$ cat src/rtl/pqg_pkg.sv
package pqg_pkg;
  localparam int QUADS        = 4;
  localparam int QUAD_W       = 2;
  localparam int WORD_W       = 32;
  localparam int SELS_PER_WORD = WORD_W / QUADS;
endpackage

$ cat src/rtl/pqg_decode.sv
module pqg_decode #(
  parameter int ADDR_W   = 8,
  parameter int NUM_REGS = 2,
  parameter int SET_BASE = 'h24,
  parameter int CLR_BASE = 'h44
) (
  input  logic [ADDR_W-1:0]   addr,
  output logic [NUM_REGS-1:0] set_hit,
  output logic [NUM_REGS-1:0] clr_hit,
  output logic [NUM_REGS-1:0] rd_hit
);
  for (genvar k = 0; k < NUM_REGS; k++) begin : g_hit
    localparam logic [ADDR_W-1:0] SET_OFF = ADDR_W'(SET_BASE + 4 * k);
    localparam logic [ADDR_W-1:0] CLR_OFF = ADDR_W'(CLR_BASE + 4 * k);
    assign set_hit[k] = (addr == SET_OFF);
    assign clr_hit[k] = (addr == CLR_OFF);
    assign rd_hit[k]  = set_hit[k] | clr_hit[k];
  end
endmodule

$ cat src/rtl/pqg_prot_word.sv
module pqg_prot_word #(
  parameter int          WIDTH = 32,
  parameter logic [31:0] MASK  = '1
) (
  input  logic             clk,
  input  logic             rst_n,
  input  logic             wr_ok,
  input  logic             set_hit,
  input  logic             clr_hit,
  input  logic [WIDTH-1:0] wdata,
  output logic [WIDTH-1:0] q
);
  logic [WIDTH-1:0] eff;
  assign eff = wdata & MASK[WIDTH-1:0];

  always_ff @(posedge clk or negedge rst_n) begin
    if (!rst_n)                q <= '0;
    else if (wr_ok && set_hit) q <= q | eff;
    else if (wr_ok && clr_hit) q <= q & ~eff;
  end
endmodule

$ cat src/rtl/pqg_access_gate.sv
module pqg_access_gate #(
  parameter int NUM_BITS  = 64,
  parameter int SEL_W     = 5,
  parameter int FIRST_SEL = 8,
  parameter int NUM_SEL   = 16
) (
  input  logic [NUM_BITS-1:0] prot,
  input  logic [SEL_W-1:0]    sel,
  input  logic [1:0]          quad,
  input  logic                write,
  input  logic                priv,
  output logic                allow
);
  localparam logic [SEL_W-1:0] LO = SEL_W'(FIRST_SEL);
  localparam logic [SEL_W:0]   HI = (SEL_W + 1)'(FIRST_SEL + NUM_SEL);

  logic             in_range;
  logic [SEL_W-1:0] off;
  logic [SEL_W+1:0] idx;
  logic             flag;

  assign in_range = (sel >= LO) && ({1'b0, sel} < HI);
  assign off      = sel - LO;
  assign idx      = {off, quad};
  assign flag     = in_range && |(prot & (NUM_BITS'(1) << idx));
  assign allow    = !write || priv || !flag;
endmodule

$ cat src/rtl/periph_quad_guard.sv
module periph_quad_guard #(
  parameter int ADDR_W    = 8,
  parameter int SEL_W     = 5,
  parameter int NUM_REGS  = 2,
  parameter int FIRST_SEL = 8,
  parameter int SET_BASE  = 'h24,
  parameter int CLR_BASE  = 'h44,
  parameter logic [NUM_REGS*32-1:0] IMPL_MASK = '1
) (
  input  logic              clk,
  input  logic              rst_n,
  input  logic              bus_wr,
  input  logic              bus_priv,
  input  logic [ADDR_W-1:0] bus_addr,
  input  logic [31:0]       bus_wdata,
  output logic [31:0]       bus_rdata,
  input  logic [SEL_W-1:0]  chk_sel,
  input  logic [1:0]        chk_quad,
  input  logic              chk_write,
  input  logic              chk_priv,
  output logic              chk_allow
);
  import pqg_pkg::*;

  localparam int NUM_BITS = NUM_REGS * WORD_W;
  localparam int NUM_SEL  = NUM_REGS * SELS_PER_WORD;

  logic [NUM_REGS-1:0] set_hit, clr_hit, rd_hit;
  logic [NUM_BITS-1:0] prot_flat;
  logic                wr_ok;

  assign wr_ok = bus_wr && bus_priv;

  pqg_decode #(
    .ADDR_W(ADDR_W), .NUM_REGS(NUM_REGS),
    .SET_BASE(SET_BASE), .CLR_BASE(CLR_BASE)
  ) u_dec (
    .addr(bus_addr), .set_hit(set_hit), .clr_hit(clr_hit), .rd_hit(rd_hit)
  );

  for (genvar k = 0; k < NUM_REGS; k++) begin : g_word
    pqg_prot_word #(
      .WIDTH(WORD_W), .MASK(IMPL_MASK[k*WORD_W +: WORD_W])
    ) u_word (
      .clk(clk), .rst_n(rst_n), .wr_ok(wr_ok),
      .set_hit(set_hit[k]), .clr_hit(clr_hit[k]),
      .wdata(bus_wdata), .q(prot_flat[k*WORD_W +: WORD_W])
    );
  end

  always_comb begin
    bus_rdata = '0;
    for (int k = 0; k < NUM_REGS; k++)
      if (rd_hit[k]) bus_rdata = bus_rdata | prot_flat[k*WORD_W +: WORD_W];
  end

  pqg_access_gate #(
    .NUM_BITS(NUM_BITS), .SEL_W(SEL_W),
    .FIRST_SEL(FIRST_SEL), .NUM_SEL(NUM_SEL)
  ) u_gate (
    .prot(prot_flat), .sel(chk_sel), .quad(chk_quad),
    .write(chk_write), .priv(chk_priv), .allow(chk_allow)
  );
endmodule

$ cat config.mk
export PLATFORM = sky130hd
export DESIGN_NAME = periph_quad_guard
export DESIGN_NICKNAME = d
export VERILOG_FILES = /design/src/rtl/pqg_pkg.sv /design/src/rtl/pqg_decode.sv /design/src/rtl/pqg_prot_word.sv /design/src/rtl/pqg_access_gate.sv /design/src/rtl/periph_quad_guard.sv
export SDC_FILE = /design/constraint.sdc
export NUM_CORES = 1
export LEC_CHECK = 0
export BUFFER_PORTS_ARGS = -buffer_cell sky130_fd_sc_hd__buf_2
export CORE_ASPECT_RATIO = 1.5
export CORE_MARGIN = 5
export CORE_UTILIZATION = 34
export DETAILED_ROUTE_END_ITERATION = 12
export HOLD_SLACK_MARGIN = 0.15
export PLACE_DENSITY = 0.6
export SKIP_LAST_GASP = 1
export SLEW_MARGIN = 30
export SYNTH_ARGS = -nofsm -noshare
export SYNTH_HDL_FRONTEND = slang
export SYNTH_HIERARCHICAL = 1
export SYNTH_SLANG_ARGS = --single-unit
$ cat constraint.sdc
create_clock -name clk -period 2.5 [get_ports clk]
set_input_delay 0.5 -clock clk [delete_from_list [all_inputs] [get_ports clk]]
set_output_delay 0.5 -clock clk [all_outputs]
set_load 0.02 [all_outputs]
### Word level (Yosys, flattened, before mapping)

Index checks and enable logic that the tools add are counted.
W data, S select, Z words.

| operators by class | value |
|---|---|
| add/sub/neg operators | 1 |
| $lt $le $gt $ge | 2 |
| equality and inequality tests | 4 |
| shift operators | 1 |
| muxes and demuxes | 6 |
| bitwise gates (word level) | 9 |
| reduce and logical (&&, ||, !) cells | 14 |

Operator list:

| cell | number |
|---|---|
| $mux W32 | 6 |
| $or A32 B32 Y32 | 3 |
| $and A32 B32 Y32 | 2 |
| $and A64 B64 Y64 | 1 |
| $reduce_or A64 Y1 | 1 |
| $shl A1 B7 Y64 const A | 1 |
| $not A32 Y32 | 1 |
| $eq A8 B6 Y1 const B | 2 |
| $eq A8 B7 Y1 const B | 2 |
| $logic_and A1 B1 Y1 | 7 |
| $ge A5 B4 Y1 const B | 1 |
| $lt A5 B5 Y1 const B | 1 |
| $sub A5 B4 Y5 const B | 1 |
| $reduce_bool A2 Y1 | 2 |
| $logic_not A1 Y1 | 2 |
| $logic_or A1 B1 Y1 | 2 |
| $or A1 B1 Y1 | 2 |

| word-level totals | value |
|---|---|
| flip-flop bits (word level) | 64 |
| input bits | 53 |
| output and inout port bits | 33 |
| word-level logic and storage cells | 39 |

### Logic depth before layout (Yosys ltp)

Gate-level depths: netlist (run 1).

| logic depth | value |
|---|---|
| depth after elaboration | 7 |
| gate-level depth with buffers | 9 |
| gate-level depth less buffers | 6 |

### By module

The synthesis (run 1) kept the hierarchy.

By module, submodules not included:

| module | instances | cells an instance | area each (um^2) | sequential area each (um^2) |
|---|---|---|---|---|
| pqg_prot_word | 2 | 109 | 1,390.1 | 800.8 |
| pqg_access_gate | 1 | 124 | 863.3 | 0.0 |
| periph_quad_guard | 1 | 39 | 356.6 | 0.0 |
| pqg_decode | 1 | 11 | 90.1 | 0.0 |

### Least setup slack after synthesis (run 1)

No wires, ideal clock.

| timing | value |
|---|---|
| path kind | input port to output port |
| start | in bus_addr[1] |
| end | out bus_rdata[21] |
| arrival | 2.119 ns |
| required time | 2.000 ns |
| setup slack | -0.119 ns |
| stages | 4 |
| buffers on the path | 1 |
| cell sequence | or4b_4 nor4_1 buf_6 a22o_1 |

| between the ends | value |
|---|---|
| elaborated cells on any way between the ends | 9 |
| those cells by class | eq/ne (4); mux (2); bitwise (3) |

RTL lines:

| element | RTL line | text |
|---|---|---|
| start, declared | periph_quad_guard.sv:14 | `input logic [ADDR_W-1:0] bus_addr,` |
| $eq A8 B6 Y1 / $eq A8 B7 Y1 (equally long branches) | pqg_decode.sv:15, pqg_decode.sv:16 |  |
| $or A1 B1 Y1 (*) | pqg_decode.sv:17 | `assign rd_hit[k] = set_hit[k] \| clr_hit[k];` |
| net rd_hit[1] | periph_quad_guard.sv:28 | `logic [NUM_REGS-1:0] set_hit, clr_hit, rd_hit;` |
| $mux W32 (*) | periph_quad_guard.sv:54 | `if (rd_hit[k]) bus_rdata = bus_rdata \| prot_flat[k*WORD_W +: WORD_W];` |
| end, declared | periph_quad_guard.sv:16 | `output logic [31:0] bus_rdata,` |

The timed path passes the listed nets; every way through them passes the cells marked *.

### Final worst setup path (run 1)

| timing | value |
|---|---|
| start | in chk_quad[0] |
| end | out chk_allow |

| between the ends | value |
|---|---|
| longest elaborated chain between the ends | 6 |

RTL lines:

| element | RTL line | text |
|---|---|---|
| start, declared | periph_quad_guard.sv:18 | `input logic [1:0] chk_quad,` |
| $shl A1 B7 Y64 | pqg_access_gate.sv:25 | `assign flag = in_range && \|(prot & (NUM_BITS'(1) << idx));` |
| $and A64 B64 Y64 | pqg_access_gate.sv:25 |  |
| $reduce_or A64 Y1 | pqg_access_gate.sv:25 |  |
| $logic_and A1 B1 Y1 | pqg_access_gate.sv:25 |  |
| $logic_not A1 Y1 | pqg_access_gate.sv:26 | `assign allow = !write \|\| priv \|\| !flag;` |
| $logic_or A1 B1 Y1 | pqg_access_gate.sv:26 |  |
| end, declared | periph_quad_guard.sv:21 | `output logic chk_allow` |

No other way between the ends.

==> results of run 1 <==
[final cells by class]
type / instances / area share, %
Multi-Input combinational cell: 279 / 40.3
Inverter: 3 / 0.206
Sequential cell: 64 / 29.4
Clock inverter: 3 / 0.321
Clock buffer: 12 / 4.70
Timing Repair Buffer: 136 / 21.6
Tap cell: 153 / 3.51
[placed cells by master, fill, tap and decap left out, drive strengths merged, types with 2 or more instances in the layout]
| master | netlist | final |
|---|---|---|
| a21oi | 3 | 3 |
| a22o | 35 | 35 |
| a311oi | 2 | 2 |
| a31oi | 5 | 5 |
| a32o | 66 | 66 |
| and3 | 2 | 2 |
| and4b | 2 | 2 |
| buf | 44 | 133 |
| clkbuf | 2 | 15 |
| clkinv | 0 | 2 |
| dfrtp | 64 | 64 |
| ha | 3 | 3 |
| inv | 3 | 3 |
| mux2 | 7 | 7 |
| mux2i | 10 | 10 |
| nand2 | 11 | 11 |
| nand2b | 2 | 2 |
| nand3 | 72 | 72 |
| nand3b | 2 | 2 |
| nand4 | 3 | 3 |
| nand4b | 3 | 3 |
| nor2 | 10 | 10 |
| nor2b | 2 | 2 |
| nor3 | 5 | 5 |
| nor3b | 2 | 2 |
| nor4 | 3 | 3 |
| nor4bb | 2 | 2 |
| o21ai | 6 | 6 |
| or4b | 4 | 4 |
[kinds of logic after synthesis]
logic type,Yosys count
AO/OA/AOI/OAI,129
XOR/XNOR,1
adder cells (fa/ha/maj),3
buffers and inverters,49
flip-flops,64
multiplexers,17
AND/OR/NAND/NOR,129
[report_power, final]
part | internal [uW] | total [uW] | switching (uW)
clock | 715 | 1150 | 434
combinational | 139 | 320 | 181
sequential | 1070 | 1100 | 31.9
total | 1920 | 2570 | 647
[stage by stage]
step	TNS, ns	setup slack (ns)	hold WS, ns
floorplan	0	0.0533	0.204
global placement	-1.23	-0.262	0.503
detailed placement	-1.19	-0.298	0.510
CTS	-2.32	-0.227	0.238
global route	-1.13	-0.316	0.273
finish	-0.391	-0.266	0.213
[how the worst max path moves through the flow]
stage                    endpoint         from  depth (start not counted)
finish                  chk_allow  chk_quad[0]                          8
global route            chk_allow    flip-flop                          7
CTS                     chk_allow    flip-flop                          7
detailed placement      chk_allow  chk_quad[0]                         10
global placement        chk_allow  chk_quad[0]                          8
floorplan           bus_rdata[10]  bus_addr[1]                          4
[layer usage]
metal	GRT usage [%]	share of wire, %
met1	21.9	37
met2	35.8	54
met3	3.19	6.2
met4	10.9	3.7
met5	0	0
[timing repair]
item / in CTS / in global routing
setup buffers: 4 / 2
pin swaps: 3 / 10
setup endpoints to repair: 33 / 33
gates cloned: 2 / 4
gates resized for setup: 14 / 47
==> summary.txt, run 1 <==
Route
  – WL/cell: ~23 um
  – Initial DRC Count: 420
  – Routed vias/inst: between 6 and 7
  – Vias: 4108
  – DRC Markers: 0
  – Routed Antenna Nets: 0
  – First-pass DRT Iterations: 6
  – Post-Route WL: 15000 um

Finish
  – Layout cells sized above 1: 35.0%
  – Final instance area: 5460 um^2
  – Area growth from synthesis to layout: 33.4%
  – Final Non-Filler Cells: 650
  – Register Area: 1600 um^2
  – Inserted Diodes: 0
  – Area of the multi-input gates: 2200 um^2
  – Layout Nets: 549
  – Fill count: between 1000 and 1500
  – Final Util: 45.9%

Floorplan
  – Initial Util: 34.4%
  – Cell Rows: 49
  – Die width: 99.6 um
  – Top-Level Pins: 86
  – Die Y: around 140 um
  – Die area: 14400 um^2
  – Core Box Area: between 10000 and 15000 um^2

Synth
  – Syn Nets: ~450
  – Post-synthesis xor/xnor area fraction: 0.214%
  – Mux contribution to synthesized area: 4.47%
  – Post-Synthesis Cell Area: 4090 um^2
  – Post-synth EDFFs: 0
  – Post-synth top area share: 39.2%
  – Area leader, netlist: dfrtp_1
  – Most used flip-flop cell after synthesis: dfrtp_1
  – Synth Instances: 392
  – Yosys Warn Count: 6
  – Post-synthesis register bit count: 64
  – Most frequent cell after synthesis: nand3_1
  – Synth Area in Compound Gates: roughly 28%
  – Adder-Cell Fraction of Synth Area: 0.918%
  – Mean Syn Cell Area: 10.4 um^2
  – Largest family of logic cells by synthesized area: compound AO/OA/AOI/OAI gates
  – Seq/Total Area, Yosys: 39.2%
  – Post-synth cell types: 52
  – Ys async rst share: 100%
  – Top post-synthesis cells by area: dfrtp_1, a32o_1, nand3_1
  – Fraction of the mapped netlist area in simple logic gates: between 15 and 20%
  – Top post-synthesis cells by count: nand3_1, a32o_1, dfrtp_1

CTS
  – CTS H-tree lvls: 3
  – Total CTS buffers: 9
  – Cts hold-fix bufs: 0
  – Sink Count: 64
  – CTS tree: done
  – Root buf cell: clkbuf_16
  – Skew-Pair Late Insertion Delay: 0.33 ns
  – Reg clk slew, reported paths: 0.05 ns
  – Deepest clock path buffer count: 2

Global routing
  – First-pass GRT wire length: 21900 um
  – Via count of the first global-routing pass: 4075
  – Largest net degree at the start of global routing: 129
  – All-Layer GR Usage: 19.8%
  – GR Overflow Total: 0
  – Initial antenna violation count: 0

Setup path
  – Worst Path Max Fanout: 6
  – Crit-path slowest cell: or4_4
  – Top Family by Delay on Critical Path: simple AND/OR/NAND/NOR gates
  – Critical path launch point type: primary input
  – Crit path buffers/inverters: 2
  – CP cell instances: buf_4 -> mux2_2 -> a32o_1 -> o21ai_1 -> a31oi_1 -> or4_4 -> nand4_1 -> buf_6
  – Worst EP arrival: 2.27 ns
  – Critical path type: primary input to output pin
  – Nature of the critical path endpoint: output pin
  – Crit-path max cell delay: 0.51 ns
  – Reg2Reg Setup Slack: 1.67 ns
  – WP data required: 2.00 ns
  – Cell depth of the worst flop-to-flop path: 2

Timing
  – Slew Limit Fails: 0
  – Unrepaired setup endpoints after global routing: yes
  – Final Cycle Share: 111%
  – Fmax: 362 MHz
  – Clock period minus worst slack: 2.77 ns
  – Final Hold Vio Count: 0
  – Slew @ Worst Pin: 0.716 ns
  – Worst setup margin: -0.266 ns
  – Normalized max-slew margin: a little over half
  – Setup violations, final: 10
  – Skew final: 0 ns

Worst hold path
  – HP Class: primary input to async pin

Power and ir drop
  – Tot Pwr: 2570 uW
  – Leak: 0.00231 uW
  – Pwr dens: 470 nW/um^2
  – Max VDD drop: 0.000306 V

Placement
  – Routability cong.: 0.876
  – Placed cells: 623
  – Port-buffer cells: 85
  – HPWL after DPL: 9490 um
  – Placed Area: 4780 um^2

Flow run
  – # Max-Cap Violations: 0

Status
  – Violated checks: setup timing
  – Status: finished, violations left
Power figures use the tool's default switching activity.
==> inputs of run 2 (changes only) <==
--- a/config.mk
+++ b/config.mk
@@ -12,9 +12,9 @@
 export DETAILED_ROUTE_END_ITERATION = 12
 export HOLD_SLACK_MARGIN = 0.15
 export PLACE_DENSITY = 0.6
+export SETUP_SLACK_MARGIN = 0.02
 export SKIP_LAST_GASP = 1
 export SLEW_MARGIN = 30
 export SYNTH_ARGS = -nofsm -noshare
 export SYNTH_HDL_FRONTEND = slang
-export SYNTH_HIERARCHICAL = 1
 export SYNTH_SLANG_ARGS = --single-unit
==> summary.txt, run 2 <==
Status
  – Status: finished, violations left
  – Violated checks: setup timing

Setup path
  – Critical path type: primary input to output pin
  – Worst EP arrival: 2.27 ns (about the same)
  – Nature of the critical path endpoint: output pin
  – Critical path launch point type: primary input
  – Reg2Reg Setup Slack: 1.58 ns (-0.09 ns)
  – WP data required: 2.00 ns (about the same)
  – Worst Path Max Fanout: 2 (-4)

CTS
  – CTS tree: done
  – Root buf cell: clkbuf_16
  – CTS H-tree lvls: 3 (unchanged)
  – Cts hold-fix bufs: 0 (unchanged)
  – Deepest clock path buffer count: 2 (unchanged)
  – Sink Count: 64 (unchanged)
  – Total CTS buffers: 9 (unchanged)
  – Reg clk slew, reported paths: 0.05 ns (about the same)
  – Skew-Pair Late Insertion Delay: 0.33 ns (about the same)

Floorplan
  – Top-Level Pins: 86 (unchanged)
  – Cell Rows: 50 (+2.0%)
  – Die area: 14900 um^2 (+3.7%)
  – Initial Util: 34.4% (about the same)
  – Core Box Area: 12400 um^2 (+4.1%)
  – Die Y: 147 um (+1.9%)
  – Die width: 101 um (+1.8%)

Route
  – Initial DRC Count: 188 (-55%)
  – Routed Antenna Nets: 0 (unchanged)
  – WL/cell: 20.4 um (-12%)
  – DRC Markers: 0 (unchanged)
  – First-pass DRT Iterations: 5 (-1)
  – Post-Route WL: 13600 um (-9.3%)
  – Routed vias/inst: 5.34 (-16%)
  – Vias: 3561 (-13%)

Timing
  – Slew Limit Fails: 0 (unchanged)
  – Fmax: 361 MHz (-0.25%)
  – WHS: 0.174 ns (-0.0394 ns)
  – Final Cycle Share: 111% (+0.28 points)
  – Final Hold Vio Count: 0 (unchanged)
  – Worst setup margin: -0.273 ns (-0.00702 ns)
  – Setup violations, final: 1 (-9)
  – Unrepaired setup endpoints after global routing: yes
  – Normalized max-slew margin: 60.1% (+7.9 points)
  – Setup TNS: -0.273 ns (+0.118 ns)
  – Clock period minus worst slack: 2.77 ns (+0.00702 ns)
  – Slew @ Worst Pin: 0.598 ns (-0.118 ns)
  – Skew final: 0 ns (unchanged)

Synth
  – Adder-Cell Fraction of Synth Area: 0.882% (-0.036 points)
  – Post-synth top area share: 37.6% (-1.5 points)
  – Post-synthesis xor/xnor area fraction: 0.206% (-0.0084 points)
  – Seq/Total Area, Yosys: 37.6% (-1.5 points)
  – Most frequent cell after synthesis: nand2_1
  – Synth Area in Compound Gates: 14.4% (-14 points)
  – Yosys Warn Count: 0 (-6)
  – Mean Syn Cell Area: 10.9 um^2 (+4.9%)
  – Largest family of logic cells by synthesized area: multiplexers
  – Post-Synthesis Cell Area: 4260 um^2 (+4.1%)
  – Post-synth cell types: 54 (+3.8%)
  – Top post-synthesis cells by count: nand2_1, dfrtp_1, mux2_4
  – Post-synth EDFFs: 0 (unchanged)
  – Fraction of the mapped netlist area in simple logic gates: 16.0% (-1.6 points)
  – Ys async rst share: 100% (unchanged)
  – Post-synthesis register bit count: 64 (unchanged)
  – Syn Nets: 445 (-0.67%)
  – Synth Instances: 389 (-0.77%)
  – Most used flip-flop cell after synthesis: dfrtp_1
  – Area leader, netlist: dfrtp_1
  – Mux contribution to synthesized area: 25.3% (+21 points)
  – Top post-synthesis cells by area: dfrtp_1, mux2_4, a22o_1

Power and ir drop
  – Pwr dens: 440 nW/um^2 (-6.5%)
  – Switching share of power: 23.5% (-1.7 points)
  – Max VDD drop: 0.000261 V (-15%)
  – Clock power share: 46.9% (+2.1 points)
  – Pint: 1840 uW (-4.3%)
  – Combinational share of power: 9.9% (-2.6 points)
  – Leak: 0.00273 uW (+18%)
  – Part of the power in registers: 43.2% (+0.5 points)
  – Sw Pwr: 564 uW (-13%)

Finish
  – Most frequent cells in the layout: buf_2, nand2_1, dfrtp_1
  – Layout Nets: 562 (+2.4%)
  – Area of the multi-input gates: 2430 um^2 (+11%)
  – Fill count: 1195 (+3.3%)
  – Layout cells sized above 1: 46.2% (+11 points)
  – Final Util: 44.1% (-1.8 points)
  – Final instance area: 5460 um^2 (about the same)
  – Inserted Diodes: 0 (unchanged)
  – Register Area: 1600 um^2 (unchanged)
  – Area growth from synthesis to layout: 28.2%
  – Most common cell after layout, fill and taps aside: buf_2

Flow run
  – # Max-Cap Violations: 0 (unchanged)

Placement
  – Pre-CTS setup slack: -0.347 ns (-0.0494 ns)
  – HPWL after DPL: 10400 um (+9.2%)
  – Placed Area: 5130 um^2 (+7.4%)
  – Port-buffer cells: 85 (unchanged)
  – Routability cong.: 0.989 (+13%)

Global routing
  – Met1 GRT Util: 20.7% (-1.2 points)
  – Initial antenna violation count: 0 (unchanged)
  – Via count of the first global-routing pass: 3857 (-5.3%)
  – GR Util met2: 33.5% (-2.2 points)
  – All-Layer GR Usage: 18.5% (-1.3 points)
  – Largest net degree at the start of global routing: 33 (-74%)
  – GR Overflow Total: 0 (unchanged)
  – Top Usage Layer GRT: met2
  – First-pass GRT wire length: 21000 um (-4.3%)
  – Met3 Use GR: 3.28% (+0.093 points)

Worst hold path
  – HP Class: primary input to async pin
-- run 2: changes by cell type after synthesis, sizes merged, moves of 7 or more --
cell    delta
nand3     -68
mux2      +63
a32o      -60
nand2     +59
buf       -23
clkbuf    +12
nor2b      +7
-- run 2: area by class of cell --
class                           instances  area share [%]
Clock inverter                          6           0.642
Inverter                                6           0.459
Tap cell                              156            3.58
Clock buffer                           10            4.38
Multi-Input combinational cell        284            44.6
Timing Repair Buffer                  141            17.0
Sequential cell                        64            29.4
-- run 2: worst max-delay path: stages --
cell	delay [ns]
buf_6	0.10
inv_4	0.06
ha_4	0.12
or4b_4	0.46
a2111oi_4	0.38
o21ai_1	0.15
a211oi_2	0.25
o22ai_2	0.12
buf_6	0.15
-- run 2: logic make-up after synthesis --
group	Yosys count
xor gates and xnor gates	1
AOI/OAI and AO/OA	71
and+or+nand+nor	134
buffers and inverters	41
muxes	75
adders and majority gates	3
DFF	64
-- run 2: power by group through the flow --
stage / clock network, uW / logic, uW / registers, uW
after floorplan: 0 / 79.4 / 1060
after global placement: 0 / 227 / 1050
after detailed placement: 0 / 230 / 1050
after CTS: 1160 / 237 / 1040
after global routing: 1210 / 256 / 1040
final: 1120 / 238 / 1040
-- run 2: through the flow --
stage                     total power (uW)  instances
after floorplan                       1130        389
after global placement                1280        649
after detailed placement              1290        649
after CTS                             2430        667
after global routing                  2500        667
final                                 2400        667
-- run 2: per-layer routing --
layer,vias to the layer above,share of wire (%)
met5,-,0
met4,0,3.2
met3,23,4.3
met2,103,54
met1,1771,38
li1,1664,-
-- run 2: repair_timing --
action,4_1_cts,5_1_grt
pin swaps,4,0
setup endpoints to repair,1,1
resized for setup,9,0
setup buffers,2,0
-- run 2: path summary, 6_finish.rpt --
path	start	cells past startpoint	to
min in group clk	bus_wdata[0]	3	flip-flop
max in group asynchronous	rst_n	2	async pin
setup / recovery	chk_sel[4]	9	chk_allow
setup reg to reg	flip-flop	2	flip-flop
hold / removal	rst_n	1	async pin
hold reg to reg	flip-flop	1	flip-flop
==> inputs of run 3 (changes only) <==
--- a/config.mk
+++ b/config.mk
@@ -12,7 +12,7 @@
 export DETAILED_ROUTE_END_ITERATION = 12
 export HOLD_SLACK_MARGIN = 0.15
 export PLACE_DENSITY = 0.6
-export SETUP_SLACK_MARGIN = 0.02
+export SETUP_SLACK_MARGIN = 0.3
 export SKIP_LAST_GASP = 1
 export SLEW_MARGIN = 30
 export SYNTH_ARGS = -nofsm -noshare
==> summary.txt, run 3 (synthesized netlist as in run 2, its figures left out) <==
CTS
  – Sink Count: 64 (unchanged)
  – Reg clk slew, reported paths: 0.05 ns (about the same)
  – Deepest clock path buffer count: 2 (unchanged)
  – Total CTS buffers: 9 (unchanged)
  – Skew-Pair Late Insertion Delay: 0.34 ns (about the same)
  – CTS H-tree lvls: 3 (unchanged)
  – Root buf cell: clkbuf_16
  – CTS tree: done

Timing
  – Final Hold Vio Count: 0 (unchanged)
  – Setup violations, final: 1 (unchanged)
  – Normalized max-slew margin: 70.6% (+11 points)
  – Slew Limit Fails: 0 (unchanged)
  – Slew @ Worst Pin: 0.440 ns (-0.158 ns)
  – Fmax: 369 MHz (+2.3%)
  – Final Cycle Share: 108% (-2.5 points)
  – Skew final: 0 ns (unchanged)
  – Unrepaired setup endpoints after global routing: yes
  – Clock period minus worst slack: 2.71 ns (-0.0630 ns)
  – Worst setup margin: -0.210 ns (+0.0630 ns)

Global routing
  – Initial antenna violation count: 0 (unchanged)
  – All-Layer GR Usage: 19.3% (+0.80 points)
  – GR Overflow Total: 0 (unchanged)
  – First-pass GRT wire length: 22000 um (+4.9%)
  – Largest net degree at the start of global routing: 33 (unchanged)
  – Via count of the first global-routing pass: 3944 (+2.3%)

Finish
  – Most common cell after layout, fill and taps aside: nand2_1
  – Layout Nets: 566 (+0.71%)
  – Area growth from synthesis to layout: 36.5%
  – Layout cells sized above 1: 47.3% (+1.1 points)
  – Fill count: 1173 (-1.8%)
  – Final Util: 46.9% (+2.9 points)
  – Inserted Diodes: 0 (unchanged)
  – Most frequent cells in the layout: nand2_1, dfrtp_1, mux2_4

Setup path
  – Worst Path Max Fanout: 2 (unchanged)
  – WP data required: 2.00 ns (about the same)
  – Worst EP arrival: 2.21 ns (-0.06 ns)
  – Nature of the critical path endpoint: output pin
  – Crit-path max cell delay: 0.46 ns (about the same)
  – Top Family by Delay on Critical Path: compound AO/OA/AOI/OAI gates
  – Critical path type: primary input to output pin
  – Critical path launch point type: primary input
  – Crit path buffers/inverters: 3 (unchanged)
  – Crit-path slowest cell: or4b_4
  – CP cell instances: buf_6 -> inv_4 -> ha_4 -> or4b_4 -> a2111oi_4 -> o21ai_1 -> a211oi_2 -> o22ai_2 -> buf_6
  – Most numerous cell on the critical path: buf_6

Placement
  – Pre-CTS setup slack: -0.393 ns (-0.0458 ns)
  – HPWL after DPL: 10400 um (+0.60%)
  – Port-buffer cells: 85 (unchanged)
  – Routability cong.: 0.962 (-2.7%)

Route
  – DRC Markers: 0 (unchanged)
  – WL/cell: 21.5 um (+5.6%)
  – Initial DRC Count: 196 (+4.3%)
  – Routed vias/inst: 5.39 (+0.92%)
  – First-pass DRT Iterations: 4 (-1)
  – Routed Antenna Nets: 0 (unchanged)
  – Post-Route WL: 14400 um (+6.1%)
  – Vias: 3610 (+1.4%)

Status
  – Violated checks: setup timing
  – Status: finished, violations left

Flow run
  – # Max-Cap Violations: 0 (unchanged)

Power and ir drop
  – Pwr dens: 421 nW/um^2 (-4.3%)
  – Leak: 0.00280 uW (+2.8%)
  – Max VDD drop: 0.000257 V (-1.8%)

Floorplan
  – Cell Rows: 50 (unchanged)
  – Initial Util: 34.4% (unchanged)
  – Core Box Area: 12400 um^2 (unchanged)
  – Die area: 14900 um^2 (unchanged)
  – Die Y: 147 um (unchanged)
  – Die width: 101 um (unchanged)
  – Top-Level Pins: 86 (unchanged)

Worst hold path
  – HP Class: primary input to flip-flop
[run 3: cell count changes in the layout (fill, tap and decap cells not counted), sizes merged]
cell / change
clkinv: -4
dlygate4sd3: +1
clkinvlp: -2
clkbuf: +8
[run 3: power by group]
| part | internal, uW | switching (uW) |
|---|---|---|
| combinational | 117 | 132 |
| clock | 720 | 439 |
| sequential | 1040 | 0.118 |
[run 3: cell type report]
class / count / area (um^2) / area share [%]
Inverter: 6 / 25.0 / 0.431
Clock buffer: 15 / 268 / 4.61
Sequential cell: 64 / 1600 / 27.6
Multi-Input combinational cell: 284 / 2490 / 42.8
Timing Repair Buffer: 145 / 1230 / 21.2
Tap cell: 156 / 195 / 3.36
[run 3: tightest hold or removal path, cell delays in order]
cell and delay, ns:
buf_2 0.11, nand2_1 0.05, mux2_2 0.14
[run 3: routing by layer]
metal	vias up	global-route usage (%)	share of wire [%]
met2	105	34.4	54
met4	0	8.45	3.3
met5	-	0	0
met3	22	4.04	4.0
met1	1813	21.7	38
li1	1670	-	-
[run 3: what timing repair did]
action	CTS	global route
pin swaps	5	7
setup buffers	3	1
gates cloned	0	4
resized for setup	19	63
hold buffers	1	0
endpoints found under the hold margin	15	0
endpoints found under the setup margin	33	33
[run 3: path summary, 6_finish.rpt]
path	cells after the start	startpoint	slack, ns	end
setup / recovery	9	chk_sel[4]	-0.21	chk_allow
hold / removal	3	bus_wdata[4]	0.49	flip-flop
setup reg to reg	2	flip-flop	1.56	flip-flop
hold reg to reg	1	flip-flop	0.53	flip-flop
max in group asynchronous	3	rst_n	1.25	async pin
min in group asynchronous	2	rst_n	0.64	async pin
[run 3: per-stage QoR]
step	power, uW	TNS (ns)	hold WS, ns	area (um^2)	std cells
floorplan	1130	0	0.204	4260	389
global placement	1280	-0.326	0.453	5140	646
detailed placement	1290	-0.393	0.466	5140	646
CTS	2460	-0.214	0.481	5510	665
global route	2530	-0.287	0.506	5810	670
finish	2450	-0.210	0.490	5810	670
